<file path="config.mk">
export PLATFORM = sky130hd
export DESIGN_NAME = irq_status_ctrl
export DESIGN_NICKNAME = d
export VERILOG_FILES = /design/src/rtl/irq_pkg.sv /design/src/rtl/irq_sync.sv /design/src/rtl/irq_src_cell.sv /design/src/rtl/irq_combine.sv /design/src/rtl/irq_status_ctrl.sv
export SDC_FILE = /design/constraint.sdc
export NUM_CORES = 1
export LEC_CHECK = 0
export ABC_AREA = 1
export BUFFER_PORTS_ARGS = -buffer_cell sky130_fd_sc_hd__buf_4
export CAP_MARGIN = 5
export CELL_PAD_IN_SITES_DETAIL_PLACEMENT = 0
export CELL_PAD_IN_SITES_GLOBAL_PLACEMENT = 2
export CORE_MARGIN = 1
export CORE_UTILIZATION = 31
export CTS_CLUSTER_DIAMETER = 100
export DETAILED_ROUTE_END_ITERATION = 10
export PLACE_DENSITY = 0.73
export SKIP_CTS_REPAIR_TIMING = 1
export SLEW_MARGIN = 40
export SYNTH_ARGS = -nofsm -noshare
export SYNTH_HDL_FRONTEND = slang
export SYNTH_HIERARCHICAL = 1
export SYNTH_SLANG_ARGS = --single-unit
</file>
<file path="constraint.sdc">
create_clock -name clk -period 1.1 [get_ports clk]
set_clock_uncertainty 0.15 [all_clocks]
set_input_delay 0.22 -clock clk [delete_from_list [all_inputs] [get_ports clk]]
set_output_delay 0.22 -clock clk [all_outputs]
set_load 0.02 [all_outputs]
</file>
<file path="src/rtl/irq_pkg.sv">
package irq_pkg;
  localparam int unsigned REG_ADDR_W = 2;

  typedef enum logic [REG_ADDR_W-1:0] {
    REG_STATUS  = 2'd0,
    REG_TRIGSEL = 2'd1,
    REG_ENABLE  = 2'd2
  } reg_addr_e;
endpackage

</file>
<file path="src/rtl/irq_sync.sv">
module irq_sync #(
  parameter int unsigned W      = 8,
  parameter int unsigned STAGES = 2
) (
  input  logic         clk,
  input  logic         rst_n,
  input  logic [W-1:0] d_i,
  output logic [W-1:0] q_o
);
  logic [W-1:0] stg_q [STAGES];

  always_ff @(posedge clk or negedge rst_n) begin
    if (!rst_n) begin
      for (int i = 0; i < STAGES; i++) stg_q[i] <= '0;
    end else begin
      stg_q[0] <= d_i;
      for (int i = 1; i < STAGES; i++) stg_q[i] <= stg_q[i-1];
    end
  end

  assign q_o = stg_q[STAGES-1];
endmodule

</file>
<file path="src/rtl/irq_src_cell.sv">
module irq_src_cell (
  input  logic clk,
  input  logic rst_n,
  input  logic req_s_i,   // synchronized request
  input  logic edge_mode_i,
  input  logic clr_i,     // write-one-to-clear strike on this bit
  output logic rise_o,
  output logic status_o
);
  logic req_d_q;
  logic flag_q;

  assign rise_o = req_s_i & ~req_d_q;

  always_ff @(posedge clk or negedge rst_n) begin
    if (!rst_n) begin
      req_d_q <= 1'b0;
      flag_q  <= 1'b0;
    end else begin
      req_d_q <= req_s_i;
      if (!edge_mode_i) flag_q <= 1'b0;
      else              flag_q <= (flag_q & ~clr_i) | rise_o;
    end
  end

  assign status_o = edge_mode_i ? flag_q : req_s_i;

  // a clear with no competing edge empties the flag
  a_r3_clear_empties: assert property (@(posedge clk) disable iff (!rst_n)
    $past(edge_mode_i && clr_i && !rise_o) |-> !flag_q);
  // no clear strike keeps a set flag set
  a_r4_zero_keeps: assert property (@(posedge clk) disable iff (!rst_n)
    $past(edge_mode_i && !clr_i && flag_q) |-> flag_q);
  // a rising edge always sets, even against a clear
  a_r6_set_wins: assert property (@(posedge clk) disable iff (!rst_n)
    $past(edge_mode_i && rise_o) |-> flag_q);
endmodule

</file>
<file path="src/rtl/irq_combine.sv">
module irq_combine #(
  parameter int unsigned W = 8
) (
  input  logic         clk,
  input  logic         rst_n,
  input  logic [W-1:0] status_i,
  input  logic [W-1:0] enable_i,
  output logic         irq_o
);
  function automatic logic any_enabled(input logic [W-1:0] s, input logic [W-1:0] e);
    return |(s & e);
  endfunction

  always_ff @(posedge clk or negedge rst_n) begin
    if (!rst_n) irq_o <= 1'b0;
    else        irq_o <= any_enabled(status_i, enable_i);
  end
endmodule

</file>
<file path="src/rtl/irq_status_ctrl.sv">
module irq_status_ctrl
  import irq_pkg::*;
#(
  parameter int unsigned NUM_SRC     = 8,
  parameter int unsigned SYNC_STAGES = 2,
  parameter int unsigned ADDR_W      = REG_ADDR_W
) (
  input  logic               clk,
  input  logic               rst_n,
  input  logic [NUM_SRC-1:0] req_i,
  input  logic [ADDR_W-1:0]  addr_i,
  input  logic               wr_en_i,
  input  logic [NUM_SRC-1:0] wr_data_i,
  output logic [NUM_SRC-1:0] rd_data_o,
  output logic               irq_o
);
  logic [NUM_SRC-1:0] req_s;
  logic [NUM_SRC-1:0] trigsel_q, enable_q;
  logic [NUM_SRC-1:0] status, rise, clr_strike;
  logic               wr_status, wr_trigsel, wr_enable;

  assign wr_status  = wr_en_i && (addr_i == ADDR_W'(REG_STATUS));
  assign wr_trigsel = wr_en_i && (addr_i == ADDR_W'(REG_TRIGSEL));
  assign wr_enable  = wr_en_i && (addr_i == ADDR_W'(REG_ENABLE));
  assign clr_strike = wr_status ? wr_data_i : '0;

  irq_sync #(.W(NUM_SRC), .STAGES(SYNC_STAGES)) u_sync (
    .clk(clk), .rst_n(rst_n), .d_i(req_i), .q_o(req_s)
  );

  for (genvar g = 0; g < NUM_SRC; g++) begin : g_src
    irq_src_cell u_cell (
      .clk(clk), .rst_n(rst_n), .req_s_i(req_s[g]), .edge_mode_i(trigsel_q[g]),
      .clr_i(clr_strike[g]), .rise_o(rise[g]), .status_o(status[g])
    );
  end

  always_ff @(posedge clk or negedge rst_n) begin
    if (!rst_n) begin
      trigsel_q <= '0;
      enable_q  <= '0;
    end else begin
      if (wr_trigsel) trigsel_q <= wr_data_i;
      if (wr_enable)  enable_q  <= wr_data_i;
    end
  end

  always_comb begin
    unique case (addr_i)
      ADDR_W'(REG_STATUS):  rd_data_o = status;
      ADDR_W'(REG_TRIGSEL): rd_data_o = trigsel_q;
      ADDR_W'(REG_ENABLE):  rd_data_o = enable_q;
      default:              rd_data_o = '0;
    endcase
  end

  irq_combine #(.W(NUM_SRC)) u_combine (
    .clk(clk), .rst_n(rst_n), .status_i(status), .enable_i(enable_q), .irq_o(irq_o)
  );

  // the processor line reflects the enabled status of the prior cycle
  a_r7_irq_follows: assert property (@(posedge clk) disable iff (!rst_n)
    irq_o == $past(|(status & enable_q)));
  // a level-mode bit tracks its synchronized request
  a_r5_level_tracks: assert property (@(posedge clk) disable iff (!rst_n)
    ((status ^ req_s) & ~trigsel_q) == '0);
  // right after reset the outputs are quiet
  a_r1_reset_quiet: assert property (@(posedge clk)
    $rose(rst_n) |-> !irq_o);
endmodule

</file>
==> flow_metrics.py, run 1 <==
metrics = {
    "cts": {
        "cts_tree": "done",
        "clk_transition_reported_paths_ns": 0.09,
        "cts_buffer_depth": 2,
        "numCtsBuffers": 5,
        "clk_latency_worst_skew_pair_ns": 0.31,
        "clk_root_buffer_cell": "sky130_fd_sc_hd__clkbuf_8",
        "cts.sinks": 49,
        "htree_levels": 2,
    },
    "critical_path": {
        "slowest_delay_ns": 0.44,
        "launching_element_type_of_the_critical_path": "flip-flop",
        "worst-path-stages": 4,
        "reg2reg_slack_ns": -0.07,
        "reg2reg_to": "u_combine/irq_o",
        "crit_fanout": 5,
        "path_class": "reg2out",
        "endpoint_kind": "primary output",
        "r2r.worst_path.cells": 6,
        "setup.worst_path.end": "rd_data_o[1]",
        "crit_arrival_ns": 1.21,
        "sequence_of_cells_on_the_critical_path": "o21ai_2 -> nand2_1 -> nand3_2 -> buf_6",
        "cp_data_required_time_ns": 0.73,
        "crit_path_start": "trigsel_q[1]",
        "timing.rr.start": "trigsel_q[3]",
        "critical_path_buf_inv_count": 1,
        "cp_top_family": "flip-flops",
        "crit_path_top_delay_cell": "sky130_fd_sc_hd__dfrtp_1",
    },
    "final_layout": {
        "multi_input_area_um2": 801,
        "most_common_cell_after_layout_fill_and_taps_aside": "sky130_fd_sc_hd__nand2_1",
        "final_net_count": 332,
        "diodes": 0,
        "final_cell_mix": "sky130_fd_sc_hd__nand2_1 (67), sky130_fd_sc_hd__buf_4 (52), sky130_fd_sc_hd__dfrtp_1 (45)",
        "register_area_um2": 1230,
        "num-fill-cells": 693,
        "proportion_of_layout_cells_with_a_drive_suffix_above_1_pct": 38.5,
        "final_core_utilization_pct": 44.7,
        "flow.area_growth_from_synthesis_pct": 38.7,
    },
    "sta": {
        "max_freq_ghz": 0.632,
        "grt_setup_unrepaired": "yes",
        "setup_ws_ns": -0.481,
        "final_min_period_over_clock_period_pct": 144,
        "worst_slew_margin_rel_pct": 82.1,
        "timing.final.crit_period_ns": 1.58,
        "timing_worst_slew_pin_value_ns": 0.268,
        "report.final.slew_viol_count": 0,
        "setup-violations-final": 10,
        "final-hold-violation-count": 0,
    },
    "global_route": {
        "groute.layer.met1.usage_pct": 18.4,
        "grt_first_pass_wirelength_um": 8360,
        "pin_count_of_the_biggest_net_entering_global_routing": 50,
        "gr-usage-all-layers_pct": 15.0,
        "globalRouteOverflowTotal": 0,
        "grt_pass1_vias": 1731,
        "routing_layer_with_the_top_usage_in_global_route": "met2",
        "gr_layer_usage_met3_pct": 4.19,
        "global_route.usage.met2_pct": 25.8,
        "grt_antenna_before_repair": 0,
    },
    "floorplan": {
        "floorplan.die_area_um2": 7440,
        "core_region_area_um2": 6830,
        "rows": 30,
        "initial_utilization_pct": 32.2,
        "die_height_um": 86.3,
        "chipWidth_um": 86.3,
        "floorplan.io_pins": 30,
    },
    "power_and_ir_drop": {
        "power_mw": 4.44,
        "netSwitchingFraction_pct": 27.8,
        "power-per-cell-area_nw_per_um2": 1450,
        "clkPwrFrac_pct": 30.5,
        "gate_power_share_pct": 21.5,
        "power.net_switching_mw": 1.23,
        "power_report.internal_total_mw": 3.20,
        "peak_supply_drop_mv": 0.636,
        "sequentialPowerShare_pct": 48.0,
        "power.leakage_nw": 1.58,
    },
    "placed_design": {
        "place.gp.congestion": 0.734,
        "io_buffer_count": 29,
        "dpl.hpwl_um": 3490,
    },
    "route": {
        "drt_pre_antenna_iters": 4,
        "wl_um": 5080,
        "post_drt_via_cell_ratio": 4.29,
        "drt.antenna.violating_nets": 0,
        "post-route-drc-count": 0,
        "number_of_violations_reported_at_the_end_of_detailed_routing_iteration_0": 34,
        "route.vias.total": 1750,
        "routedWlPerCell_um": 12.5,
    },
    "outcome": {
        "failing_checks": "negative setup slack",
        "status": "finished, violations left",
    },
    "job": {
        "max_capacitance_violation_count": 0,
    },
    "synth": {
        "yosys_warnings": 6,
        "synthCells": 246,
        "post_synth_instance_area_um2": 2200,
        "mappedNetlistNets": 267,
        "postSynthAreaPerCell_um2": 8.95,
    },
    "hold_path": {
        "hold_path_class": "in2reg",
    },
}
[how the worst min path moves through the flow]
stage	from	endpoint	slack (ns)	depth (start not counted)
after floorplan	rst_n	enable_q[0]	-0.23	0
after global placement	rst_n	u_sync/q_o[6]	0.07	2
after detailed placement	rst_n	u_sync/stg_q[14]	0.07	2
after CTS	rst_n	u_sync/stg_q[14]	-0.27	2
after global routing	wr_data_i[4]	trigsel_q[4]	0.03	3
final	wr_data_i[7]	trigsel_q[7]	0.03	3
[per-stage QoR]
step	cell area [µm²]	hold slack, ns	TNS (ns)	worst slack [ns]	instances
after floorplan	2300	-0.226	-0.109	-0.0234	246
final	3050	0.0303	-3.80	-0.481	408
after detailed placement	2770	0.0665	-5.04	-0.196	389
after global placement	2770	0.0653	-4.74	-0.203	389
after global routing	3050	0.0321	-4.43	-0.529	408
after CTS	2880	-0.265	-4.15	-0.505	397
[power groups by stage]
| stage | sequential (mW) | clock, mW | combinational [mW] |
|---|---|---|---|
| final | 2.13 | 1.35 | 0.953 |
| after CTS | 2.12 | 1.39 | 0.869 |
| after floorplan | 2.15 | 0 | 0.455 |
| after global placement | 2.15 | 0 | 0.860 |
| after detailed placement | 2.15 | 0 | 0.866 |
| after global routing | 2.16 | 1.47 | 1.06 |
[cell type report]
class	count	area share, %
flip-flops and latches	49	40.3
multi-input cells	147	26.2
repair buffers	74	21.4
inverters	34	4.34
well taps	96	3.93
clock buffers	7	2.83
clock inverters	1	0.983
[flip-flops by register name, indices dropped and copies added (netlist names)]
name / count
g_src.u_cell/flag_q: 8
u_combine/irq_o: 1
trigsel_q: 8
u_sync/stg_q: 8
enable_q: 8
g_src.u_cell/req_d_q: 8
u_sync/q_o: 8
[routing by layer]
metal  share of wire [%]  vias up
met5                   0        -
met4                 1.2        0
met3                 3.6        6
met2                  46       24
met1                  49      812
li1                    -      908
[worst reg2reg max path: stages (launching register included)]
cell                      delay, ns
sky130_fd_sc_hd__dfrtp_2       0.44
sky130_fd_sc_hd__nand2_1       0.09
sky130_fd_sc_hd__o21ai_2       0.07
sky130_fd_sc_hd__nand2_1       0.08
sky130_fd_sc_hd__nand2_1       0.06
sky130_fd_sc_hd__nor2_2        0.11
sky130_fd_sc_hd__nand2_1       0.08
No activity file was read; power rests on OpenSTA's default activity.
==> run 2, diff against run 1 <==
Settings changed: PLACE_DENSITY 0.73 to unset, PLACE_DENSITY_LB_ADDON set to 0.2.
==> run 2 against run 1 <==
  * The run still ends with negative setup slack left
  * Power is 4.0% lower
  * Critical endpoint unchanged
  * Sequential power is essentially flat
  * Fmax shrank 0.86%
  * Non-clock buffer count up 7
  * Flip-flop and latch count unchanged
  * Hold slack worse by 0.0030 ns
==> flow_metrics.py, run 2 (same netlist as run 1, synthesis figures left out) <==
metrics = {
    "outcome": {
        "status": "finished, violations left",
        "failing_checks": "negative setup slack",
    },
    "critical_path": {
        "cp_data_required_time_ns": 0.73,
        "launching_element_type_of_the_critical_path": "flip-flop",
        "crit_arrival_ns": 1.22,
        "cp_top_family": "flip-flops",
        "crit_path_top_delay_cell": "sky130_fd_sc_hd__dfrtp_1",
        "critical_path_buf_inv_count": 1,
        "path_class": "reg2out",
        "slowest_delay_ns": 0.44,
        "crit_fanout": 5,
        "endpoint_kind": "primary output",
        "sequence_of_cells_on_the_critical_path": "o21ai_2 -> nand2_1 -> nand3_2 -> buf_6",
    },
    "cts": {
        "cts_buffer_depth": 2,
        "cts.sinks": 49,
        "clk_latency_worst_skew_pair_ns": 0.31,
        "cts_tree": "done",
        "clk_transition_reported_paths_ns": 0.11,
        "htree_levels": 2,
        "numCtsBuffers": 5,
        "clk_root_buffer_cell": "sky130_fd_sc_hd__clkbuf_8",
    },
    "sta": {
        "final-hold-violation-count": 0,
        "final_min_period_over_clock_period_pct": 145,
        "timing.final.crit_period_ns": 1.59,
        "fin_worst_hold_slack_ns": 0.0273,
        "setup_ws_ns": -0.495,
        "worst_slew_margin_rel_pct": 82.0,
        "grt_setup_unrepaired": "yes",
        "report.final.slew_viol_count": 0,
        "max_freq_ghz": 0.627,
        "timing_worst_slew_pin_value_ns": 0.270,
        "setup-violations-final": 10,
    },
    "final_layout": {
        "final_core_utilization_pct": 45.4,
        "flow.area_growth_from_synthesis_pct": 40.9,
        "diodes": 0,
        "finish.instance_area_um2": 3100,
        "final_net_count": 339,
        "num-fill-cells": 698,
        "most_common_cell_after_layout_fill_and_taps_aside": "sky130_fd_sc_hd__buf_4",
        "final_cell_mix": "sky130_fd_sc_hd__buf_4 (62), sky130_fd_sc_hd__nand2_1 (54), sky130_fd_sc_hd__dfrtp_1 (44)",
        "proportion_of_layout_cells_with_a_drive_suffix_above_1_pct": 43.9,
    },
    "power_and_ir_drop": {
        "peak_supply_drop_mv": 0.633,
        "power.leakage_nw": 1.60,
        "power-per-cell-area_nw_per_um2": 1370,
    },
    "route": {
        "routedWlPerCell_um": 12.3,
        "post_drt_via_cell_ratio": 4.38,
        "route.vias.total": 1819,
        "drt_pre_antenna_iters": 4,
        "drt.antenna.violating_nets": 0,
        "post-route-drc-count": 0,
        "wl_um": 5120,
        "number_of_violations_reported_at_the_end_of_detailed_routing_iteration_0": 90,
    },
    "global_route": {
        "pin_count_of_the_biggest_net_entering_global_routing": 50,
        "gr-usage-all-layers_pct": 15.5,
        "grt_pass1_vias": 1771,
        "grt_antenna_before_repair": 0,
        "grt_first_pass_wirelength_um": 8680,
        "globalRouteOverflowTotal": 0,
    },
    "floorplan": {
        "initial_utilization_pct": 32.2,
        "core_region_area_um2": 6830,
        "rows": 30,
        "floorplan.io_pins": 30,
        "chipWidth_um": 86.3,
        "die_height_um": 86.3,
        "floorplan.die_area_um2": 7440,
    },
    "hold_path": {
        "hold_path_class": "in2reg",
    },
    "placed_design": {
        "placement.cell_area_um2": 2770,
        "place.gp.congestion": 0.715,
        "io_buffer_count": 29,
        "dpl.hpwl_um": 3560,
    },
    "job": {
        "max_capacitance_violation_count": 0,
    },
}
run 2: changes by cell type in the layout (fill, tap and decap cells not counted), moves of 3 or more:
cell                      previous run  this run
sky130_fd_sc_hd__nand3_1            29        32
sky130_fd_sc_hd__nand2_1            67        54
sky130_fd_sc_hd__buf_4              52        62
sky130_fd_sc_hd__nand3_2            13        10
sky130_fd_sc_hd__nand2_2             2        15
run 2: worst paths after layout:
| check | start | endpoint | slack (ns) | cells past startpoint |
|---|---|---|---|---|
| worst max register to register | trigsel_q[7] | u_combine/irq_o | -0.15 | 7 |
| worst min-delay path | wr_data_i[2] | enable_q[2] | 0.03 | 3 |
| max in group asynchronous | rst_n | trigsel_q[0] | 0.27 | 3 |
| worst max-delay path | trigsel_q[1] | rd_data_o[1] | -0.49 | 4 |
| worst min register to register | u_sync/stg_q[13] | u_sync/q_o[5] | 0.21 | 0 |
| min in group asynchronous | rst_n | enable_q[2] | 0.27 | 3 |
run 2: final cells by class:
cell class              instances  area (µm²)  area share (%)
clock buffers                   5        68.8            2.22
clock inverters                 3        21.3           0.686
inverters                      34         133            4.28
multi-input cells             147         841            27.1
flip-flops and latches         49        1230            39.7
well taps                      96         120            3.87
repair buffers                 81         686            22.1
run 2: worst min-delay path: stages:
cell	delay, ns
sky130_fd_sc_hd__buf_4	0.12
sky130_fd_sc_hd__nand4_1	0.08
sky130_fd_sc_hd__nand2_1	0.05
run 2: report_power, final:
group          leakage [nW]  switching [mW]  internal (mW)
sequential            0.592           0.156           1.99
combinational         0.968           0.498          0.526
clock                0.0445           0.641          0.453
run 2: through the flow:
stage	setup WS, ns	TNS, ns	power, mW	cells
floorplan	-0.0234	-0.109	2.60	246
global placement	-0.187	-4.77	3.03	391
detailed placement	-0.203	-5.01	3.03	391
CTS	-0.512	-4.18	4.14	399
global route	-0.566	-4.63	4.52	415
finish	-0.495	-3.95	4.26	415
run 2: routing by layer:
| metal | routed length [µm] | part of all wire, % | up-vias | global-route usage, % |
|---|---|---|---|---|
| met1 | 2360 | 46 | 865 | 19.6 |
| met4 | 53 | 1.0 | 0 | 4.55 |
| met5 | 0 | 0 | - | 0 |
| met3 | 172 | 3.4 | 5 | 3.43 |
| li1 | - | - | 920 | - |
| met2 | 2530 | 49 | 29 | 26.5 |
==> run 3, diff against run 2 <==
Settings changed: BUFFER_PORTS_ARGS -buffer_cell sky130_fd_sc_hd__buf_4 to unset, CORE_UTILIZATION 31 to 34, DONT_BUFFER_PORTS set to 1.
==> run 3 against run 2 <==
  * The run ends with negative hold slack, negative setup slack left
  * Flip-flop and latch count is the same
  * Non-clock buffer count shrank 33
  * Core utilization grew 1.4 points
  * Clock-buffer cell count grew 2
  * Die area shrank 8.6%
  * Clock power grew 23%
  * Critical endpoint is now rd_data_o[5]
  * Largest cell class unchanged
==> flow_metrics.py, run 3 (same netlist as run 1, synthesis figures left out) <==
metrics = {
    "final_layout": {
        "final_core_utilization_pct": 46.8,
        "multi_input_area_um2": 851,
        "register_area_um2": 1230,
        "most_common_cell_after_layout_fill_and_taps_aside": "sky130_fd_sc_hd__nand2_1",
        "final_cell_mix": "sky130_fd_sc_hd__nand2_1 (61), sky130_fd_sc_hd__dfrtp_1 (46), sky130_fd_sc_hd__nand3_1 (32)",
        "flow.area_growth_from_synthesis_pct": 29.5,
        "final_net_count": 306,
        "diodes": 0,
        "proportion_of_layout_cells_with_a_drive_suffix_above_1_pct": 29.0,
        "num-fill-cells": 617,
    },
    "floorplan": {
        "chipWidth_um": 82.5,
        "core_region_area_um2": 6100,
        "floorplan.io_pins": 30,
        "rows": 28,
        "initial_utilization_pct": 36.1,
        "die_height_um": 82.5,
        "floorplan.die_area_um2": 6800,
    },
    "route": {
        "routedWlPerCell_um": 14.9,
        "post-route-drc-count": 0,
        "drt.antenna.violating_nets": 0,
        "drt_pre_antenna_iters": 4,
        "number_of_violations_reported_at_the_end_of_detailed_routing_iteration_0": 62,
        "wl_um": 5390,
        "post_drt_via_cell_ratio": 4.76,
        "route.vias.total": 1717,
    },
    "critical_path": {
        "sequence_of_cells_on_the_critical_path": "o21ai_2 -> nand2_1 -> nand3_2",
        "worst-path-stages": 3,
        "endpoint_kind": "primary output",
        "crit_fanout": 5,
        "cp_top_family": "flip-flops",
        "crit_path_top_delay_cell": "sky130_fd_sc_hd__dfrtp_1",
        "launching_element_type_of_the_critical_path": "flip-flop",
        "cp_data_required_time_ns": 0.73,
        "critical_path_buf_inv_count": 0,
        "r2r.worst_path.cells": 6,
        "slowest_delay_ns": 0.43,
        "crit_arrival_ns": 1.12,
        "path_class": "reg2out",
    },
    "global_route": {
        "grt_first_pass_wirelength_um": 7950,
        "routing_layer_with_the_top_usage_in_global_route": "met2",
        "groute.layer.met1.usage_pct": 20.8,
        "gr_layer_usage_met3_pct": 4.29,
        "gr-usage-all-layers_pct": 16.0,
        "global_route.usage.met2_pct": 26.4,
        "globalRouteOverflowTotal": 0,
        "grt_pass1_vias": 1581,
        "grt_antenna_before_repair": 0,
        "pin_count_of_the_biggest_net_entering_global_routing": 50,
    },
    "outcome": {
        "failing_checks": "negative hold slack, negative setup slack",
        "status": "finished, violations left",
    },
    "hold_path": {
        "hold_path_class": "in2async",
    },
    "cts": {
        "numCtsBuffers": 5,
        "cts_buffer_depth": 2,
        "cts.sinks": 49,
        "clk_root_buffer_cell": "sky130_fd_sc_hd__clkbuf_8",
        "clk_transition_reported_paths_ns": 0.09,
        "cts_tree": "done",
        "clk_latency_worst_skew_pair_ns": 0.29,
        "htree_levels": 2,
    },
    "sta": {
        "fin_worst_hold_slack_ns": -0.547,
        "grt_setup_unrepaired": "yes",
        "fin_tns_setup_ns": -6.36,
        "final-hold-violation-count": 49,
        "max_freq_ghz": 0.670,
        "setup-violations-final": 25,
        "timing_worst_slew_pin_value_ns": 0.630,
        "timing.final.crit_period_ns": 1.49,
        "worst_slew_margin_rel_pct": 57.9,
        "report.final.slew_viol_count": 0,
        "setup_ws_ns": -0.392,
        "final_min_period_over_clock_period_pct": 136,
    },
    "power_and_ir_drop": {
        "peak_supply_drop_mv": 0.702,
        "power-per-cell-area_nw_per_um2": 1480,
        "power.leakage_nw": 1.44,
    },
    "job": {
        "max_capacitance_violation_count": 0,
    },
    "placed_design": {
        "place.gp.congestion": 0.712,
        "io_buffer_count": 0,
        "dpl.hpwl_um": 3200,
    },
}
## run 3: cell count changes in the layout (fill, tap and decap cells not counted), moves of 7 or more
cell / change
sky130_fd_sc_hd__buf_4: -37
sky130_fd_sc_hd__nand3_4: +7
sky130_fd_sc_hd__nand2_1: +7
sky130_fd_sc_hd__dlygate4sd3_1: +12
sky130_fd_sc_hd__nand2_2: -7
sky130_fd_sc_hd__buf_6: -7
sky130_fd_sc_hd__nand3_2: -7
## run 3: per-stage QoR
stage	setup WS, ns	power (mW)	std cells	area (µm²)
6_report	-0.392	4.23	361	2850
5_1_grt	-0.437	4.44	361	2850
4_1_cts	-0.409	4.08	334	2520
3_5_place_dp	-0.0738	2.73	326	2400
3_3_place_gp	-0.0692	2.73	326	2400
2_1_floorplan	-0.0234	2.60	246	2300
## run 3: final timing paths
path / from / to / slack [ns]
setup reg to reg: trigsel_q[2] / u_combine/irq_o / -0.05
min in group clk: addr_i[0] / enable_q[2] / 0.01
setup / recovery: trigsel_q[5] / rd_data_o[5] / -0.39
hold / removal: rst_n / g_src[6].u_cell/flag_q / -0.55
max in group asynchronous: rst_n / trigsel_q[0] / 1.25
hold reg to reg: u_sync/stg_q[8] / u_sync/q_o[0] / 0.20
## run 3: report_power, final
group / leakage (nW) / switching, mW / internal, mW
combinational: 0.787 / 0.387 / 0.356
clock: 0.0585 / 0.596 / 0.742
sequential: 0.595 / 0.160 / 1.99
total: 1.44 / 1.14 / 3.08
## run 3: metal layers
metal	share of wire, %	vias to the layer above	wire [µm]
met5	0	-	0
met4	0.72	0	39
met3	4.4	4	237
met2	49	29	2630
met1	46	825	2490
li1	-	859	-
## run 3: layout make-up
class                   instances  share of cell area, %
flip-flops and latches         49                   43.1
multi-input cells             147                   29.8
repair buffers                 48                   15.0
inverters                      34                   4.65
well taps                      75                   3.29
clock buffers                   7                   3.03
clock inverters                 1                   1.05
## run 3: worst reg2reg max path, delay by kind of cell, from the launching register on
kind / cells / cell delay, ns
flip-flops: 1 / 0.43
AND/OR/NAND/NOR: 5 / 0.39
AO/OA/AOI/OAI: 1 / 0.08
